[src/rtl/iom_pkg.sv]
package iom_pkg;

    // Frame tracking states of the slot sequencer
    typedef enum logic [1:0] {
        S_HUNT  = 2'd0,   // waiting for the first frame start
        S_BCHAN = 2'd1,   // inside the 16 B-channel bit times
        S_QUIET = 2'd2    // rest of the frame, line released
    } slot_state_e;

endpackage

[src/rtl/iom_edge_sync.sv]
// Brings the external bit clock and frame sync into the system clock
// domain and flags the bit-clock edges.
module iom_edge_sync #(
    parameter int SYNC_STAGES = 2
) (
    input  logic clk,
    input  logic rst_n,
    input  logic bclk_i,
    input  logic fsync_i,
    output logic bclk_rise,
    output logic bclk_fall,
    output logic fs_lvl
);
    localparam int PIPE_W = SYNC_STAGES + 1;

    logic [PIPE_W-1:0] bclk_pipe;
    logic [PIPE_W-1:0] fs_pipe;

    always_ff @(posedge clk or negedge rst_n) begin
        if (!rst_n) begin
            bclk_pipe <= '0;
            fs_pipe   <= '0;
        end else begin
            bclk_pipe <= {bclk_pipe[PIPE_W-2:0], bclk_i};
            fs_pipe   <= {fs_pipe[PIPE_W-2:0], fsync_i};
        end
    end

    assign bclk_rise = bclk_pipe[SYNC_STAGES-1] & ~bclk_pipe[SYNC_STAGES];
    assign bclk_fall = ~bclk_pipe[SYNC_STAGES-1] & bclk_pipe[SYNC_STAGES];
    assign fs_lvl    = fs_pipe[SYNC_STAGES-1];

endmodule

[src/rtl/iom_slot_fsm.sv]
// Frame sequencer: finds frame start and the B-channel window and issues
// the shift and sample strobes.
module iom_slot_fsm
    import iom_pkg::*;
#(
    parameter int WORD_W      = 16,
    parameter int CLK_PER_BIT = 2
) (
    input  logic        clk,
    input  logic        rst_n,
    input  logic        bclk_rise,
    input  logic        bclk_fall,
    input  logic        fs_lvl,
    output slot_state_e state,
    output logic        frame_start,
    output logic        shift_tick,
    output logic        sample_tick,
    output logic        word_done,
    output logic        win_oe,
    output logic        req_pulse
);
    localparam int RISES = WORD_W * CLK_PER_BIT;
    localparam int IDX_W = $clog2(RISES + 1);
    localparam logic [IDX_W-1:0] LAST_IDX = IDX_W'(RISES - 1);
    localparam logic [IDX_W-1:0] END_IDX  = IDX_W'(RISES);
    localparam logic [IDX_W-1:0] CPB      = IDX_W'(CLK_PER_BIT);

    slot_state_e      state_q, state_d;
    logic             fs_prev;
    logic [IDX_W-1:0] rise_idx;
    logic [IDX_W-1:0] next_idx;

    assign next_idx    = rise_idx + 1'b1;
    assign frame_start = bclk_rise & fs_lvl & ~fs_prev;

    // Frame sync is sampled on each bit-clock rising edge
    always_ff @(posedge clk or negedge rst_n) begin
        if (!rst_n) begin
            fs_prev <= 1'b0;
        end else if (bclk_rise) begin
            fs_prev <= fs_lvl;
        end
    end

    // Rising-edge index inside the window
    always_ff @(posedge clk or negedge rst_n) begin
        if (!rst_n) begin
            rise_idx <= '0;
        end else if (frame_start) begin
            rise_idx <= '0;
        end else if (bclk_rise && state_q == S_BCHAN) begin
            rise_idx <= next_idx;
        end
    end

    // Next-state logic with the named transitions
    always_comb begin
        state_d = state_q;
        unique case (state_q)
            S_HUNT: begin
                if (frame_start) state_d = S_BCHAN;                 // T_FIRST
            end
            S_BCHAN: begin
                if (frame_start) state_d = S_BCHAN;                 // T_RESYNC
                else if (bclk_rise && next_idx == END_IDX)
                    state_d = S_QUIET;                              // T_DONE
            end
            S_QUIET: begin
                if (frame_start) state_d = S_BCHAN;                 // T_NEXT
            end
            default: state_d = S_HUNT;
        endcase
    end

    // State register
    always_ff @(posedge clk or negedge rst_n) begin
        if (!rst_n) state_q <= S_HUNT;
        else        state_q <= state_d;
    end

    // Registered outputs
    always_ff @(posedge clk or negedge rst_n) begin
        if (!rst_n) begin
            win_oe    <= 1'b0;
            req_pulse <= 1'b0;
        end else begin
            win_oe    <= (state_d == S_BCHAN);
            req_pulse <= frame_start;
        end
    end

    // Strobes for the shifters
    always_comb begin
        shift_tick  = 1'b0;
        sample_tick = 1'b0;
        if (state_q == S_BCHAN && !frame_start) begin
            shift_tick = bclk_rise && (next_idx < END_IDX)
                         && ((next_idx % CPB) == '0);
        end
        if (state_q == S_BCHAN) begin
            sample_tick = bclk_fall && ((rise_idx % CPB) == (CPB - 1'b1));
        end
        word_done = sample_tick && (rise_idx == LAST_IDX);
    end

    assign state = state_q;

endmodule

[src/rtl/iom_tx_path.sv]
// Transmit holding register and shifter, MSB first.
module iom_tx_path #(
    parameter int WORD_W = 16
) (
    input  logic              clk,
    input  logic              rst_n,
    input  logic [WORD_W-1:0] tx_word,
    input  logic              tx_load,
    input  logic              frame_start,
    input  logic              shift_tick,
    output logic              txd
);
    logic [WORD_W-1:0] hold_q;
    logic [WORD_W-1:0] sreg_q;

    always_ff @(posedge clk or negedge rst_n) begin
        if (!rst_n)       hold_q <= '0;
        else if (tx_load) hold_q <= tx_word;
    end

    always_ff @(posedge clk or negedge rst_n) begin
        if (!rst_n)           sreg_q <= '0;
        else if (frame_start) sreg_q <= hold_q;
        else if (shift_tick)  sreg_q <= {sreg_q[WORD_W-2:0], 1'b0};
    end

    assign txd = sreg_q[WORD_W-1];

endmodule

[src/rtl/iom_rx_path.sv]
// Receive shifter, MSB first, with word strobe.
module iom_rx_path #(
    parameter int WORD_W = 16
) (
    input  logic              clk,
    input  logic              rst_n,
    input  logic              bit_in,
    input  logic              sample_tick,
    input  logic              word_done,
    output logic [WORD_W-1:0] rx_word,
    output logic              rx_valid
);
    logic [WORD_W-1:0] sreg_q;

    always_ff @(posedge clk or negedge rst_n) begin
        if (!rst_n)           sreg_q <= '0;
        else if (sample_tick) sreg_q <= {sreg_q[WORD_W-2:0], bit_in};
    end

    always_ff @(posedge clk or negedge rst_n) begin
        if (!rst_n) begin
            rx_word  <= '0;
            rx_valid <= 1'b0;
        end else begin
            rx_valid <= word_done;
            if (word_done) rx_word <= {sreg_q[WORD_W-2:0], bit_in};
        end
    end

endmodule

[src/rtl/iom_bchan_port.sv]
// Slave B-channel serial port for an ISDN line controller link.
module iom_bchan_port
    import iom_pkg::*;
#(
    parameter int WORD_W      = 16,
    parameter int CLK_PER_BIT = 2,
    parameter int SYNC_STAGES = 2
) (
    input  logic              clk,
    input  logic              rst_n,
    input  logic              bclk_i,
    input  logic              fsync_i,
    input  logic              rxd_i,
    output logic              txd_o,
    output logic              txd_oe_o,
    input  logic              loop_en_i,
    input  logic [WORD_W-1:0] tx_word_i,
    input  logic              tx_load_i,
    output logic              tx_req_o,
    output logic [WORD_W-1:0] rx_word_o,
    output logic              rx_valid_o
);
    logic        bclk_rise;
    logic        bclk_fall;
    logic        fs_lvl;
    logic        frame_start;
    logic        shift_tick;
    logic        sample_tick;
    logic        word_done;
    logic        rx_bit;
    slot_state_e state;

    iom_edge_sync #(.SYNC_STAGES(SYNC_STAGES)) u_sync (
        .clk       (clk),
        .rst_n     (rst_n),
        .bclk_i    (bclk_i),
        .fsync_i   (fsync_i),
        .bclk_rise (bclk_rise),
        .bclk_fall (bclk_fall),
        .fs_lvl    (fs_lvl)
    );

    iom_slot_fsm #(.WORD_W(WORD_W), .CLK_PER_BIT(CLK_PER_BIT)) u_fsm (
        .clk         (clk),
        .rst_n       (rst_n),
        .bclk_rise   (bclk_rise),
        .bclk_fall   (bclk_fall),
        .fs_lvl      (fs_lvl),
        .state       (state),
        .frame_start (frame_start),
        .shift_tick  (shift_tick),
        .sample_tick (sample_tick),
        .word_done   (word_done),
        .win_oe      (txd_oe_o),
        .req_pulse   (tx_req_o)
    );

    iom_tx_path #(.WORD_W(WORD_W)) u_tx (
        .clk         (clk),
        .rst_n       (rst_n),
        .tx_word     (tx_word_i),
        .tx_load     (tx_load_i),
        .frame_start (frame_start),
        .shift_tick  (shift_tick),
        .txd         (txd_o)
    );

    // Internal loopback selects the transmit bit as receive source
    assign rx_bit = loop_en_i ? txd_o : rxd_i;

    iom_rx_path #(.WORD_W(WORD_W)) u_rx (
        .clk         (clk),
        .rst_n       (rst_n),
        .bit_in      (rx_bit),
        .sample_tick (sample_tick),
        .word_done   (word_done),
        .rx_word     (rx_word_o),
        .rx_valid    (rx_valid_o)
    );

endmodule

[config.mk]
export PLATFORM = sky130hd
export DESIGN_NAME = iom_bchan_port
export DESIGN_NICKNAME = d
export VERILOG_FILES = /design/src/rtl/iom_pkg.sv /design/src/rtl/iom_edge_sync.sv /design/src/rtl/iom_slot_fsm.sv /design/src/rtl/iom_tx_path.sv /design/src/rtl/iom_rx_path.sv /design/src/rtl/iom_bchan_port.sv
export SDC_FILE = /design/constraint.sdc
export NUM_CORES = 1
export LEC_CHECK = 0
export ABC_AREA = 0
export CAP_MARGIN = 15
export CORE_MARGIN = 2
export CORE_UTILIZATION = 49
export DETAILED_ROUTE_END_ITERATION = 7
export PLACE_DENSITY = 0.77
export SLEW_MARGIN = 20
export SYNTH_ARGS = -nofsm -noshare
export SYNTH_HDL_FRONTEND = slang
export SYNTH_SLANG_ARGS = --single-unit
[constraint.sdc]
create_clock -name clk -period 1.8 [get_ports clk]
set_clock_uncertainty 0.05 [all_clocks]
set_input_delay 0.18 -clock clk [delete_from_list [all_inputs] [get_ports clk]]
set_output_delay 0.18 -clock clk [all_outputs]
set_load 0.005 [all_outputs]
Word-level counts from Yosys, hierarchy flattened
Index checks and enable logic that the tools add are counted.
{"block": "classes", "n_addsub": 1, "multipliers": 0, "div_mod_pow": 0, "magnitude_cmp": 1, "eq_ne": 5, "n_shift": 0, "n_mux": 11, "bitwise": 7, "n_reduce_logical": 13}
{"operator": "$mux W16", "count": 2}
{"operator": "$mux W6", "count": 2}
{"operator": "$logic_and A1 B1 Y1", "count": 7}
{"operator": "$add A6 B1 Y6 const B", "count": 1}
{"operator": "$eq A6 B5 Y1 const B", "count": 1}
{"operator": "$eq A6 B6 Y1 const B", "count": 1}
{"operator": "$logic_not A6 Y1", "count": 1}
{"operator": "$lt A6 B6 Y1 const B", "count": 1}
{"operator": "$mux W2", "count": 3}
{"operator": "$and A1 B1 Y1", "count": 4}
{"operator": "$eq A2 B1 Y1 const B", "count": 2}
{"operator": "$pmux W2 S2", "count": 1}
{"operator": "$reduce_bool A2 Y1", "count": 2}
{"operator": "$mux W1", "count": 3}
{"operator": "$not A1 Y1", "count": 3}
{"operator": "$eq A2 B2 Y1 const B", "count": 1}
{"operator": "$logic_not A2 Y1", "count": 1}
{"operator": "$reduce_or A2 Y1", "count": 1}
{"operator": "$logic_not A1 Y1", "count": 1}
{"block": "totals", "reg_bits": 80, "latch_bits": 0, "ram_bits": 0, "rom_bits": 0, "input_bits": 23, "out_inout_bits": 20, "elab_cells": 50, "mem_count": 0}

Depth between registers and ports, before layout
Gate-level depths: netlist of the first run.
{"block": "depth", "depth_word": 9, "mapped_depth": 8, "ltp_nobuf": 5}

Cells and area by module
From an unflattened synthesis of the first run, not the netlist that was laid out.
{"block": "unflattened", "hier_cells": 239, "area_unflattened_um2": 3444.6}
{"module": "iom_tx_path", "n_inst": 1, "cells_per_inst": 103, "area_each_um2": 1391.3, "seq_area_each_um2": 800.8}
{"module": "iom_rx_path", "n_inst": 1, "cells_per_inst": 67, "area_each_um2": 1287.5, "seq_area_each_um2": 800.8}
{"module": "iom_slot_fsm", "n_inst": 1, "cells_per_inst": 61, "area_each_um2": 610.6, "seq_area_each_um2": 275.3}
{"module": "iom_edge_sync", "n_inst": 1, "cells_per_inst": 7, "area_each_um2": 140.1, "seq_area_each_um2": 125.1}
{"module": "iom_bchan_port", "n_inst": 1, "cells_per_inst": 1, "area_each_um2": 15.0, "seq_area_each_um2": 0.0}

Worst setup path after synthesis of the first run
No wires, ideal clock.
{"block": "synth_path", "path_type": "register to register", "start": "register u_fsm.rise_idx[0]", "end": "register u_rx.rx_word[0]", "setup_time_ns": 0.125, "t_arrival_ns": 1.750, "t_required_ns": 1.625, "path_slack_ns": -0.125, "stages_incl_launch_ff": 9, "path_buffers": 4, "period_less_slack_ns": 1.925, "path_cell_list": "dfrtp_1 -> and3b_1 -> buf_6 -> and3b_1 -> buf_6 -> and4b_1 -> buf_6 -> buf_12 -> mux2_4"}
{"block": "synth_via", "elab_chain_cells": 3, "elab_cells_between_ends": 4, "classes_between": "1 x eq/ne; 1 x mux; 2 x reduce/logical"}
{"element": "from (decl)", "line_no": "iom_slot_fsm.sv:30", "rtl": "logic [IDX_W-1:0] rise_idx;"}
{"element": "from (signal assigned)", "line_no": "iom_slot_fsm.sv:52", "rtl": "rise_idx <= next_idx;"}
{"element": "branches (longest 2 deep; another with $eq A6 B5 Y1)"}
{"element": "$logic_and A1 B1 Y1 (*)", "line_no": "iom_slot_fsm.sv:103", "rtl": "word_done = sample_tick && (rise_idx == LAST_IDX);"}
{"element": "via u_fsm.word_done", "line_no": "iom_slot_fsm.sv:18", "rtl": "output logic word_done,"}
{"element": "to (signal assigned)", "line_no": "iom_rx_path.sv:26", "rtl": "if (word_done) rx_word <= {sreg_q[WORD_W-2:0], bit_in};"}
{"element": "to (decl)", "line_no": "iom_rx_path.sv:10", "rtl": "output logic [WORD_W-1:0] rx_word,"}
Mark *: on every way through the listed nets, which the timed path passes.
A chain may end at the register's enable or synchronous reset.

Final worst setup path of the first run
{"block": "layout_path", "start": "register u_fsm.state_q[1], in the netlist u_fsm.state[1]", "end": "register u_rx.rx_word[8]"}
{"block": "layout_via", "elab_chain_cells": 3}
{"element": "from (decl)", "line_no": "iom_slot_fsm.sv:28", "rtl": "slot_state_e state_q, state_d;"}
{"element": "from (signal assigned)", "line_no": "iom_slot_fsm.sv:78", "rtl": "else state_q <= state_d;"}
{"element": "$eq A2 B1 Y1", "line_no": "iom_slot_fsm.sv:100", "rtl": "if (state_q == S_BCHAN) begin"}
{"element": "$mux W1", "line_no": "iom_slot_fsm.sv:100"}
{"element": "$logic_and A1 B1 Y1", "line_no": "iom_slot_fsm.sv:103"}
Every way passes these cells.

==> flow_metrics.tcl, run 1 <==
set metrics [dict create \
    status "completed" \
    path_common_cell "and3b_1" \
    cp_slowest_stage_delay_ns 0.39 \
    worst_path_max_delay_cell "dfrtp_1" \
    avgRoutedWirePerCell_um 15.2 \
    syn2layout_area_growth_pct 24.7 \
    period_share_pct 97.5 \
    start_kind "register" \
    routed_wl_um 6070 \
    grt_max_degree 48 \
    maxCapViolations 0 \
    yosysSeqAreaShare_pct 59.3 \
    ios 43 \
    fin_area_mm2 0.00421 \
    dr.pass1.iters 4 \
    worstHoldPathType "in -> async" \
    h-tree-depth 3 \
    syn_avg_cell_area_um2 13.1 \
    grt_pass1_wl_um 10200 \
    dp_hpwl_um 4200 \
    synthCells 257 \
    dieArea_mm2 0.00757 \
    synth_top_area_share_pct 59.3 \
    crit_chain "and3b_1, and3b_1, and4b_2, buf_12, mux2_2" \
    period_needed_ns 1.76 \
    setup_viol 0 \
    drtIter0Drc 113 \
    dp_slack_ns 0.0260 \
    critPathKind "reg -> reg" \
    syn_nets 282 \
    die_w_um 87.0 \
    io_buffer_count 42 \
    cp-end-kind "register" \
    ys_warn_count 0 \
    pwr_density_cell_mw_per_mm2 1080 \
    ys_types 29 \
    via_count 2161 \
    core_mm2 0.00672 \
    ant_nets 0 \
    netlist_area_mm2 0.00338 \
    ir_drop_mv 0.549 \
    arrival_ns 1.94 \
    drcViolationCount 0 \
    placed_area_mm2 0.00394 \
    path_delay_family "simple AND/OR/NAND/NOR gates" \
    die_h_um 87.0 \
    nets 338 \
    max_freq_mhz 570 \
    avgViaCountPerCell 5.43 \
    layout_setup_ws_ns 0.0442 \
    yosysTopAreaCell "dfrtp_1" \
    hold_viol 0 \
    cts.clk_slew.worst_paths_ns 0.08 \
    worstPathMaxFanout 9 \
    cp_num_buf_inv 1 \
    rows 30 \
    place_congestion 0.831 \
    rsz0062_at_grt "yes" \
    cp.required_ns 1.98 \
    ys_seq_elements 80 \
    initial_core_util_pct 50.3 \
    worstMarginPinSlew_ns 0.307 \
    power_leakage_nw 1.88 \
    antennaDiodeCount 0 \
    clk_path_buf_depth 2 \
    relSlewSlack_pct 79.5 \
    netlist_top_cells_area "dfrtp_1 59%, mux2_2 13%, o211ai_1 4.9%" \
    antenna_found_initial 0 \
    drive_gt1_share_pct 28.9 \
    grt_overflow_total 0 \
    grt_pass1_vias 2115 \
    clock_sinks 80 \
    slew_viol_final 0 \
    cts_buffers 9 \
    root_buffer "clkbuf_8" \
    insertion_delay_ns 0.35 \
    grt_usage_pct 17.5 \
    cts_tree "built" \
    fin_hold_ws_ns 0.218 \
]
==> final timing paths <==
path                                               start                            end  slack (ns)  depth (start not counted)
setup / recovery                u_fsm.state[1]$_DFF_PN0_    u_rx.rx_word[8]$_DFFE_PN0P_        0.04                          5
hold / removal                                     rst_n        u_rx.rx_valid$_DFF_PN0_        0.22                          2
setup reg to reg                u_fsm.state[1]$_DFF_PN0_    u_rx.rx_word[8]$_DFFE_PN0P_        0.04                          5
hold reg to reg            u_sync.bclk_pipe[0]$_DFF_PN0_  u_sync.bclk_pipe[1]$_DFF_PN0_        0.30                          0
max in group asynchronous                          rst_n     u_tx.sreg_q[6]$_DFFE_PN0P_        0.94                          3
min in group clk                                  bclk_i  u_sync.bclk_pipe[0]$_DFF_PN0_        0.22                          1
==> placed cells by master, fill, tap and decap left out, types with 3 or more instances in the layout <==
master,netlist,layout
nand3_1,4,4
o21ai_0,6,6
nand4_1,3,3
a21oi_1,4,4
nor2_1,11,11
clkdlybuf4s50_1,0,41
o211ai_1,22,22
clkbuf_8,0,12
dfrtp_1,80,80
mux2_4,9,9
nand3b_1,3,3
xnor2_1,4,4
a41oi_1,4,4
nand2_1,26,25
buf_4,0,19
mux2_2,40,40
xor2_1,6,6
==> final cells by class <==
type,instances,area (µm²)
Clock buffer,12,165
Clock inverter,4,51.3
Fill cell,507,2500
Inverter,1,3.75
Multi-Input combinational cell,157,1260
Sequential cell,80,2000
Tap cell,80,100
Timing Repair Buffer,64,628
==> sequential cells by signal (all words and copies together) (netlist names) <==
signal,count
u_rx.sreg_q,15
u_sync.fs_pipe,2
u_fsm.state,2
u_tx.sreg_q,16
u_rx.rx_valid,1
u_fsm.req_pulse,1
u_rx.rx_word,16
u_tx.hold_q,16
u_sync.bclk_pipe,3
u_fsm.fs_prev,1
u_fsm.rise_idx,6
u_fsm.win_oe,1
==> cell usage after synthesis <==
library cell / count
clkbuf_1: 13
buf_12: 1
and4bb_2: 1
nor2b_1: 1
inv_2: 1
o21a_1: 2
mux2i_1: 2
xnor2_1: 4
nand2_1: 26
buf_2: 2
buf_6: 3
xor2_1: 6
or3b_2: 1
mux2_2: 40
and3_1: 2
and4b_1: 1
ha_1: 2
mux2_4: 9
dfrtp_1: 80
nand3_1: 4
a41oi_1: 4
nor2_1: 11
nand3b_1: 3
a21oi_1: 4
and3b_1: 2
nand4_1: 3
a211o_1: 1
o21ai_0: 6
o211ai_1: 22
==> routing by layer <==
layer,up-vias,GRT usage (%),part of all wire (%)
met3,7,3.60,3.9
met1,1075,24.1,46
li1,1023,-,-
met5,-,0,0
met2,56,26.9,49
met4,0,7.53,1.1
==> repair_timing <==
item | in CTS | in global routing
resized for setup | 0 | 2
hold buffers | 1 | 0
setup endpoints to repair | 0 | 22
buffers inserted | 0 | 2
endpoints found under the hold margin | 33 | 0
==> power by group <==
| part | internal, mW | switching, mW |
|---|---|---|
| clock network | 0.754 | 0.627 |
| registers | 2.12 | 0.232 |
| logic | 0.453 | 0.367 |
==> through the flow <==
stage          utilization (%)  power (mW)  TNS (ns)  instances
2_1_floorplan                -        2.89    -0.919        257
3_3_place_gp              58.7        3.15         0        378
3_5_place_dp              58.7        3.21         0        378
4_1_cts                   62.1        4.60         0        395
5_1_grt                   62.7        4.83    -0.160        398
6_report                  62.7        4.55         0        398
==> logic make-up (layout without fill, tap and decap cells) <==
| group | after synthesis | in the layout | synth area share (%) |
|---|---|---|---|
| and+or+nand+nor | 55 | 55 | 7.93 |
| DFF | 80 | 80 | 59.3 |
| xor gates and xnor gates | 10 | 10 | 2.59 |
| AOI/OAI and AO/OA | 39 | 39 | 8.11 |
| adders and majority gates | 2 | 2 | 0.741 |
| muxes | 51 | 51 | 17.9 |
| buffers and inverters | 20 | 81 | 3.44 |
No activity file was read; power rests on OpenSTA's default activity.
==> inputs of run 2 (changes only) <==
Settings changed: CTS_CLUSTER_SIZE from default to 14, HOLD_SLACK_MARGIN from default to 0.05.
==> results of run 2 <==
No change in the layout: final DEF, timing and power equal those of run 1.
